[src/rtl/ms_pkg.sv]
package ms_pkg;

  typedef enum logic [1:0] {S_IDLE, S_PASS, S_DRAIN, S_DIV} mover_state_e;

  // Gaussian decay per table step, as a 16-bit fraction (about exp(-1/32))
  localparam int unsigned KERN_DECAY = 63520;
  localparam int unsigned KERN_FRAC  = 16;

  // Kernel table entry k: peak value decayed k times; last entry is zero
  function automatic int unsigned kern_weight(input int k, input int n_ent, input int ww);
    longint unsigned w;
    if (k >= n_ent - 1) return 0;
    w = (64'd1 << ww) - 64'd1;
    for (int i = 0; i < k; i++) w = (w * KERN_DECAY) >> KERN_FRAC;
    return w[31:0];
  endfunction

endpackage

[src/rtl/ms_dist_stage.sv]
module ms_dist_stage #(
  parameter int CW   = 8,
  parameter int D2_W = 2*CW+2
) (
  input  logic                 clk,
  input  logic                 rst_n,
  input  logic                 in_v,
  input  logic                 in_last,
  input  logic [2:0][CW-1:0]   in_pix,
  input  logic [2:0][CW-1:0]   ctr,
  output logic                 out_v,
  output logic                 out_last,
  output logic [2:0][CW-1:0]   out_pix,
  output logic [D2_W-1:0]      out_d2
);
  localparam int SQ_W = 2*CW;

  logic                v1, last1;
  logic [2:0][CW-1:0]  pix1, ad1, ad_n;
  logic [2:0][SQ_W-1:0] sq;

  for (genvar c = 0; c < 3; c++) begin : g_axis
    logic [SQ_W-1:0] ext_c;
    assign ad_n[c] = (in_pix[c] >= ctr[c]) ? (in_pix[c] - ctr[c]) : (ctr[c] - in_pix[c]);
    assign ext_c   = SQ_W'(ad1[c]);
    assign sq[c]   = ext_c * ext_c;
  end

  // stage 1: absolute differences; stage 2: sum of squares
  always_ff @(posedge clk or negedge rst_n) begin
    if (!rst_n) begin
      v1 <= 1'b0; last1 <= 1'b0; pix1 <= '0; ad1 <= '0;
      out_v <= 1'b0; out_last <= 1'b0; out_pix <= '0; out_d2 <= '0;
    end else begin
      v1       <= in_v;
      last1    <= in_v && in_last;
      pix1     <= in_pix;
      ad1      <= ad_n;
      out_v    <= v1;
      out_last <= last1;
      out_pix  <= pix1;
      out_d2   <= D2_W'(sq[0]) + D2_W'(sq[1]) + D2_W'(sq[2]);
    end
  end

  // a pixel equal to the centre yields zero distance two cycles later
  p_zero_dist_r3: assert property (@(posedge clk) disable iff (!rst_n)
    (in_v && in_pix == ctr) |=> ##1 (out_v && out_d2 == '0));

endmodule

[src/rtl/ms_kernel.sv]
module ms_kernel #(
  parameter int CW      = 8,
  parameter int WW      = 16,
  parameter int D2_W    = 2*CW+2,
  parameter int LUT_N   = 256,
  parameter int H_SHIFT = 6
) (
  input  logic               clk,
  input  logic               rst_n,
  input  logic               in_v,
  input  logic               in_last,
  input  logic [2:0][CW-1:0] in_pix,
  input  logic [D2_W-1:0]    in_d2,
  output logic               out_v,
  output logic               out_last,
  output logic [2:0][CW-1:0] out_pix,
  output logic [WW-1:0]      out_w
);
  localparam int LUT_AW = $clog2(LUT_N);
  localparam logic [D2_W-1:0] SAT_D2 = D2_W'((LUT_N-1) << H_SHIFT);

  logic [WW-1:0]     rom [LUT_N];
  logic [D2_W-1:0]   scaled;
  logic [LUT_AW-1:0] idx;

  for (genvar k = 0; k < LUT_N; k++) begin : g_rom
    localparam int unsigned KV = ms_pkg::kern_weight(k, LUT_N, WW);
    assign rom[k] = WW'(KV);
  end

  assign scaled = in_d2 >> H_SHIFT;
  assign idx    = (scaled >= D2_W'(LUT_N-1)) ? LUT_AW'(LUT_N-1) : scaled[LUT_AW-1:0];

  always_ff @(posedge clk or negedge rst_n) begin
    if (!rst_n) begin
      out_v <= 1'b0; out_last <= 1'b0; out_pix <= '0; out_w <= '0;
    end else begin
      out_v    <= in_v;
      out_last <= in_last;
      out_pix  <= in_pix;
      out_w    <= rom[idx];
    end
  end

  // distances beyond the table range contribute nothing
  p_far_zero_r4: assert property (@(posedge clk) disable iff (!rst_n)
    (in_v && in_d2 >= SAT_D2) |=> (out_v && out_w == '0));

endmodule

[src/rtl/ms_accum.sv]
module ms_accum #(
  parameter int CW     = 8,
  parameter int WW     = 16,
  parameter int WSUM_W = 32,
  parameter int CSUM_W = 40
) (
  input  logic                   clk,
  input  logic                   rst_n,
  input  logic                   clr,
  input  logic                   in_v,
  input  logic                   in_last,
  input  logic [2:0][CW-1:0]     in_pix,
  input  logic [WW-1:0]          in_w,
  output logic [WSUM_W-1:0]      wsum,
  output logic [2:0][CSUM_W-1:0] csum,
  output logic                   last_seen
);
  localparam int P_W = WW + CW;

  logic [2:0][P_W-1:0] prod;

  for (genvar c = 0; c < 3; c++) begin : g_prod
    assign prod[c] = P_W'(in_w) * P_W'(in_pix[c]);
  end

  always_ff @(posedge clk or negedge rst_n) begin
    if (!rst_n) begin
      wsum <= '0; csum <= '0; last_seen <= 1'b0;
    end else if (clr) begin
      wsum <= '0; csum <= '0; last_seen <= 1'b0;
    end else begin
      last_seen <= in_v && in_last;
      if (in_v) begin
        wsum <= wsum + WSUM_W'(in_w);
        for (int c = 0; c < 3; c++) csum[c] <= csum[c] + CSUM_W'(prod[c]);
      end
    end
  end

  // the weight sum never wraps while a pass accumulates
  p_wsum_grows_r5: assert property (@(posedge clk) disable iff (!rst_n)
    !clr |=> (wsum >= $past(wsum)));

endmodule

[src/rtl/ms_divider.sv]
module ms_divider #(
  parameter int NUM_W = 40,
  parameter int DEN_W = 32,
  parameter int Q_W   = 8
) (
  input  logic             clk,
  input  logic             rst_n,
  input  logic             start,
  input  logic [NUM_W-1:0] num,
  input  logic [DEN_W-1:0] den,
  output logic             done,
  output logic [Q_W-1:0]   quo
);
  localparam int CNT_W = $clog2(Q_W+1);

  logic             run_q, done_q, fits;
  logic [CNT_W-1:0] cnt_q, sh;
  logic [NUM_W-1:0] rem_q, den_q, trial;
  logic [Q_W-1:0]   q_q;

  assign sh    = cnt_q - 1'b1;
  assign trial = den_q << sh;
  assign fits  = rem_q >= trial;

  // restoring division, one quotient bit per cycle, MSB first
  always_ff @(posedge clk or negedge rst_n) begin
    if (!rst_n) begin
      run_q <= 1'b0; done_q <= 1'b0; cnt_q <= '0;
      rem_q <= '0; den_q <= '0; q_q <= '0;
    end else begin
      done_q <= 1'b0;
      if (start) begin
        rem_q <= num;
        den_q <= NUM_W'(den);
        q_q   <= '0;
        cnt_q <= CNT_W'(Q_W);
        run_q <= 1'b1;
      end else if (run_q) begin
        if (fits) rem_q <= rem_q - trial;
        q_q   <= {q_q[Q_W-2:0], fits};
        cnt_q <= sh;
        if (cnt_q == CNT_W'(1)) begin
          run_q  <= 1'b0;
          done_q <= 1'b1;
        end
      end
    end
  end

  assign done = done_q;
  assign quo  = q_q;

  // the owner never restarts a division in flight
  p_no_restart_r5: assert property (@(posedge clk) disable iff (!rst_n)
    start |-> !run_q);

endmodule

[src/rtl/ms_point_mover.sv]
module ms_point_mover #(
  parameter int CW       = 8,
  parameter int WW       = 16,
  parameter int H_SHIFT  = 6,
  parameter int LUT_N    = 256,
  parameter int REF_LOG2 = 16,
  parameter int ITER_W   = 8
) (
  input  logic              clk,
  input  logic              rst_n,
  input  logic              start,
  input  logic [CW-1:0]     init_x,
  input  logic [CW-1:0]     init_y,
  input  logic [CW-1:0]     init_z,
  input  logic [CW-1:0]     thresh,
  input  logic [ITER_W-1:0] max_iter,
  input  logic              ref_valid,
  output logic              ref_ready,
  input  logic [CW-1:0]     ref_x,
  input  logic [CW-1:0]     ref_y,
  input  logic [CW-1:0]     ref_z,
  input  logic              ref_last,
  output logic              busy,
  output logic              done,
  output logic              converged,
  output logic [CW-1:0]     res_x,
  output logic [CW-1:0]     res_y,
  output logic [CW-1:0]     res_z
);
  localparam int D2_W   = 2*CW + 2;
  localparam int WSUM_W = WW + REF_LOG2;
  localparam int CSUM_W = WSUM_W + CW;

  ms_pkg::mover_state_e state_q;

  logic [2:0][CW-1:0]     ref_pix, cur_q, nxt, quo;
  logic [CW-1:0]          thr_q;
  logic [ITER_W-1:0]      cap_q, pass_cnt, pass_nxt, cap_eff;
  logic                   conv_q, done_q, wz_q;
  logic                   accept, acc_clr, div_start, div_fin, all_close;
  logic [2:0]             div_done, close;

  logic                   d_v, d_last, k_v, k_last, acc_last;
  logic [2:0][CW-1:0]     d_pix, k_pix;
  logic [D2_W-1:0]        d_d2;
  logic [WW-1:0]          k_w;
  logic [WSUM_W-1:0]      wsum;
  logic [2:0][CSUM_W-1:0] csum;

  assign ref_pix   = {ref_z, ref_y, ref_x};
  assign ref_ready = (state_q == ms_pkg::S_PASS);
  assign accept    = ref_valid && ref_ready;
  assign acc_clr   = (state_q == ms_pkg::S_IDLE) || (state_q == ms_pkg::S_DIV);
  assign div_start = (state_q == ms_pkg::S_DRAIN) && acc_last;
  assign div_fin   = &div_done;
  assign cap_eff   = (max_iter == '0) ? ITER_W'(1) : max_iter;
  assign pass_nxt  = pass_cnt + 1'b1;

  ms_dist_stage #(.CW(CW), .D2_W(D2_W)) u_dist (
    .clk, .rst_n, .in_v(accept), .in_last(ref_last), .in_pix(ref_pix), .ctr(cur_q),
    .out_v(d_v), .out_last(d_last), .out_pix(d_pix), .out_d2(d_d2));

  ms_kernel #(.CW(CW), .WW(WW), .D2_W(D2_W), .LUT_N(LUT_N), .H_SHIFT(H_SHIFT)) u_kern (
    .clk, .rst_n, .in_v(d_v), .in_last(d_last), .in_pix(d_pix), .in_d2(d_d2),
    .out_v(k_v), .out_last(k_last), .out_pix(k_pix), .out_w(k_w));

  ms_accum #(.CW(CW), .WW(WW), .WSUM_W(WSUM_W), .CSUM_W(CSUM_W)) u_acc (
    .clk, .rst_n, .clr(acc_clr), .in_v(k_v), .in_last(k_last), .in_pix(k_pix), .in_w(k_w),
    .wsum(wsum), .csum(csum), .last_seen(acc_last));

  for (genvar c = 0; c < 3; c++) begin : g_coord
    logic [CW-1:0] dlt;
    ms_divider #(.NUM_W(CSUM_W), .DEN_W(WSUM_W), .Q_W(CW)) u_div (
      .clk, .rst_n, .start(div_start), .num(csum[c]), .den(wsum),
      .done(div_done[c]), .quo(quo[c]));
    assign nxt[c]   = wz_q ? cur_q[c] : quo[c];
    assign dlt      = (nxt[c] >= cur_q[c]) ? (nxt[c] - cur_q[c]) : (cur_q[c] - nxt[c]);
    assign close[c] = (dlt <= thr_q);
  end
  assign all_close = &close;

  always_ff @(posedge clk or negedge rst_n) begin
    if (!rst_n) begin
      state_q <= ms_pkg::S_IDLE;
      cur_q <= '0; thr_q <= '0; cap_q <= ITER_W'(1); pass_cnt <= '0;
      conv_q <= 1'b0; done_q <= 1'b0; wz_q <= 1'b0;
    end else begin
      done_q <= 1'b0;
      unique case (state_q)
        ms_pkg::S_IDLE: if (start) begin
          cur_q    <= {init_z, init_y, init_x};
          thr_q    <= thresh;
          cap_q    <= cap_eff;
          pass_cnt <= '0;
          conv_q   <= 1'b0;
          state_q  <= ms_pkg::S_PASS;
        end
        ms_pkg::S_PASS: if (accept && ref_last) state_q <= ms_pkg::S_DRAIN;
        ms_pkg::S_DRAIN: if (acc_last) begin
          wz_q    <= (wsum == '0);
          state_q <= ms_pkg::S_DIV;
        end
        ms_pkg::S_DIV: if (div_fin) begin
          cur_q    <= nxt;
          pass_cnt <= pass_nxt;
          if (all_close || pass_nxt >= cap_q) begin
            conv_q  <= all_close;
            done_q  <= 1'b1;
            state_q <= ms_pkg::S_IDLE;
          end else begin
            state_q <= ms_pkg::S_PASS;
          end
        end
        default: state_q <= ms_pkg::S_IDLE;
      endcase
    end
  end

  assign busy      = (state_q != ms_pkg::S_IDLE);
  assign done      = done_q;
  assign converged = conv_q;
  assign res_x     = cur_q[0];
  assign res_y     = cur_q[1];
  assign res_z     = cur_q[2];

  // the pass closes right after its last pixel transfers
  p_ready_drops_r2: assert property (@(posedge clk) disable iff (!rst_n)
    (ref_valid && ref_ready && ref_last) |=> !ref_ready);
  // a run never counts past its pass limit
  p_pass_cap_r9: assert property (@(posedge clk) disable iff (!rst_n)
    busy |-> (pass_cnt < cap_q));
  // done is a single-cycle pulse
  p_done_pulse_r10: assert property (@(posedge clk) disable iff (!rst_n)
    done |=> !done);
  // the result holds while idle without a start
  p_hold_idle_r10: assert property (@(posedge clk) disable iff (!rst_n)
    (!busy && !start) |=> $stable({res_x, res_y, res_z, converged}));
  // an idle start opens a pass on the next cycle
  p_start_opens_r11: assert property (@(posedge clk) disable iff (!rst_n)
    (start && !busy) |=> (busy && ref_ready));

endmodule

[config.mk]
export PLATFORM = sky130hd
export DESIGN_NAME = ms_point_mover
export DESIGN_NICKNAME = d
export VERILOG_FILES = /design/src/rtl/ms_pkg.sv /design/src/rtl/ms_dist_stage.sv /design/src/rtl/ms_kernel.sv /design/src/rtl/ms_accum.sv /design/src/rtl/ms_divider.sv /design/src/rtl/ms_point_mover.sv
export SDC_FILE = /design/constraint.sdc
export NUM_CORES = 2
export LEC_CHECK = 0
export ABC_CLOCK_PERIOD_IN_PS = 8000
export BUFFER_PORTS_ARGS = -buffer_cell sky130_fd_sc_hd__buf_2
export CAP_MARGIN = 20
export CORE_ASPECT_RATIO = 0.9
export CORE_MARGIN = 4
export CORE_UTILIZATION = 60
export DETAILED_ROUTE_END_ITERATION = 10
export PLACE_DENSITY = 0.81
export SYNTH_ARGS = -nofsm -noshare
export SYNTH_HDL_FRONTEND = slang
export SYNTH_SLANG_ARGS = --single-unit
export TNS_END_PERCENT = 50
[constraint.sdc]
create_clock -name clk -period 8 [get_ports clk]
set_input_delay 0.4 -clock clk [delete_from_list [all_inputs] [get_ports clk]]
set_output_delay 0.4 -clock clk [all_outputs]
set_load 0.05 [all_outputs]
==> impl_metrics.ini <==
[outcome]
status = completed

[finish]
nNetsFinal = 8213
syn_to_final_growth_pct = 8.29
layout-drive-gt1-share = 0.0819
stdcell_count = 8576
fill_cells = 8218
utilization = 0.654

[detailed_routing]
drt_wl_total_mm = 178
drc = 0
ant_nets = 0
vias_per_cell = 6.21
num_vias = 53253
wire_per_inst_um = 20.7
drt_iter0_markers = 5493
drt-pass1-iter-count = 7

[timing]
tightest_slew_ps = 1120
setup_viol = 0
fmax_mhz = 125
fin_skew_ps = 35.2
period_needed_ps = 7970
worst_slew_margin_rel = 0.252
final-hold-violation-count = 0
rsz0062_at_grt = yes
fin_hold_ws_ps = 27.4
min_period_over_period = 0.997
slew_violations = 0

[logic_synthesis]
yosys_warnings = 0
avgSynthCellArea_um2 = 8.37
async_flop_share = 1.00
synthesis.nets = 8263
ys.flop_type = dfrtp_1
synth_cell_types = 106
yosys-top-cells-count = 1032 x nand2_1, 760 x inv_1, 529 x dfrtp_1, 523 x ha_1, 513 x a21oi_1
synth_most_common_cell = nand2_1
syn_area_um2 = 60400
syn_inst = 7223
synth.top_cell.area_share = 0.219
synth-edff-count = 0
synth_top_cell_by_area = dfrtp_1
synthTopCellsByArea = dfrtp_1 22%, fa_1 15%, ha_1 11%
ys_ff_latch = 530
ys_seq_area_frac = 0.219

[die]
die-area_um2 = 106000
top_level_ports = 97
die_x_um = 343
fp.dieH_um = 309
initial_core_util = 0.604
core-area_um2 = 100000
num_rows = 110

[clock_tree]
clock_latency_ps = 670
cts_tree = yes
root_buffer = clkbuf_16
cts.path.max_buffers = 3
cts_made_buffers = 67
cts.sinks = 530
clk_pin_slew_ps = 60
htree_levels = 3

[worst_setup_path]
crit_fanout = 4
cp-end-kind = flop
reg2regPathDepth = 27
setup.worst_path.start_class = flop
timing.rr.end = u_dist.out_d2[16]
required_ps = 8570
critPathKind = reg2reg
startpoint = u_dist.ad1[4]
arrival_ps = 8540
slowest_delay_ps = 560
crit_slowest_cell = fa_1
cp_common_cell = fa_1
rr_startpoint = u_dist.ad1[4]
r2r_slack_ps = 30
endpoint = u_dist.out_d2[16]

[global_route]
grt_pass1_vias = 52862
antenna_found_initial = 4
grt.overflow.total = 0
grt_max_degree = 161
grt_pass1_wl_mm = 285
grt_usage = 0.334

[placed_design]
dp.final_hpwl_mm = 131
portBuffers = 96
dp_cells = 8391
place_congestion = 1.02

[run]
maxCapViolCount = 0

[worst_hold_path]
hold_path.class = in2reg
min_path_cells = 3
==> worst max-delay path: cells and delay by family, from the launching register on <==
family	cells	cell delay [ps]
buffers and inverters	4	190
AO/OA/AOI/OAI	6	1150
adder cells (fa/ha/maj)	12	5450
XOR/XNOR	2	290
AND/OR/NAND/NOR	3	360
flip-flops	1	430
==> cells by family after synthesis <==
| logic type | after synthesis | share of synthesized area |
|---|---|---|
| compound gates | 1649 | 0.170 |
| xor+xnor | 273 | 0.0396 |
| fa+ha+maj | 971 | 0.257 |
| buf+inv | 1174 | 0.0735 |
| flops | 530 | 0.219 |
| mux | 309 | 0.0628 |
| simple gates | 2317 | 0.178 |
==> state kept, by name, indices dropped and copies added (netlist names), 2 cells and up <==
signal / cells
res_y: 8
u_dist.pix1: 24
u_dist.out_pix: 24
cap_q: 8
state_q: 2
g_coord.u_div.done: 3
pass_cnt: 8
res_x: 8
u_acc.wsum: 32
u_dist.ad1: 24
g_coord.u_div.quo: 24
u_dist.out_d2: 12
thr_q: 8
g_coord.u_div.rem_q: 120
u_acc.csum: 120
g_coord.u_div.run_q: 3
u_kern.out_w: 16
res_z: 8
g_coord.u_div.cnt_q: 12
g_coord.u_div.den_q: 32
u_kern.out_pix: 24
==> layout by cell type (no fill, tap or decap), types with 12 or more instances in the layout <==
cell type         n
and3_1           67
a311oi_1         19
nor2b_1         112
nand2b_1         53
buf_2            95
a211oi_1         79
xnor2_1         161
nand4_1          55
nor2_1          378
ha_1            515
buf_4           146
o211ai_1         37
o22ai_1          23
inv_1           751
a21oi_1         504
a21o_1          143
clkinv_2         12
a21boi_0         22
dlygate4sd3_1    46
mux4_2           51
o31ai_1          22
nand3_1         166
nand2_1        1026
and2_1          260
xor2_1           98
clkbuf_16        67
o21bai_1         39
dfrtp_1         521
mux2i_1         205
mux2_2           53
fa_1            446
o21ai_0         420
nor3_1           88
a31oi_1          89
nor4_1           18
o21a_1           34
o211a_1          15
or3_1            22
o311ai_0         12
==> per-layer routing <==
| metal | track usage | vias to the layer above | routed length [um] |
|---|---|---|---|
| met5 | 0 | - | 18 |
| met4 | 0.102 | 4 | 5780 |
| met3 | 0.0720 | 458 | 17800 |
| met2 | 0.543 | 2572 | 81700 |
| met1 | 0.451 | 25864 | 72600 |
| li1 | - | 24355 | - |
==> cell type report <==
cell class | instances | area, um^2 | share of cell area
flip-flops and latches | 530 | 13300 | 0.203
diodes | 4 | 10.0 | 0.000153
clock inverters | 42 | 601 | 0.00918
repair buffers | 293 | 2140 | 0.0327
multi-input cells | 5519 | 43100 | 0.659
clock buffers | 82 | 1780 | 0.0272
inverters | 762 | 2860 | 0.0437
well taps | 1344 | 1680 | 0.0257
==> worst min path at each step <==
stage	slack [ps]	start	to
2_1_floorplan	100	rst_n	cap_q[1]
3_3_place_gp	330	u_dist.out_v	u_kern.out_v
3_5_place_dp	330	u_dist.pix1[12]	u_dist.out_pix[12]
4_1_cts	5	init_x[7]	res_x[7]
5_1_grt	20	init_x[7]	res_x[7]
6_report	30	max_iter[0]	cap_q[0]
==> timing repair <==
item | CTS | global route
resized for setup | 15 | 37
pin swaps | 18 | 19
hold buffers | 46 | 0
endpoints found under the hold margin | 137 | 0
endpoints found under the setup margin | 3 | 8
buffers inserted | 9 | 3
==> per-stage QoR <==
step                worst slack [ps]  instance area [um^2]  setup TNS, ps
CTS                             2.56                 65300              0
finish                          26.9                 65500              0
global route                    -198                 65400           -614
detailed placement              -199                 62300           -312
floorplan                       14.4                 60400              0
global placement                -148                 62300           -218
Power is not shown: default switching activity piles up to over one toggle a cycle in this logic, so the estimate is an artifact.
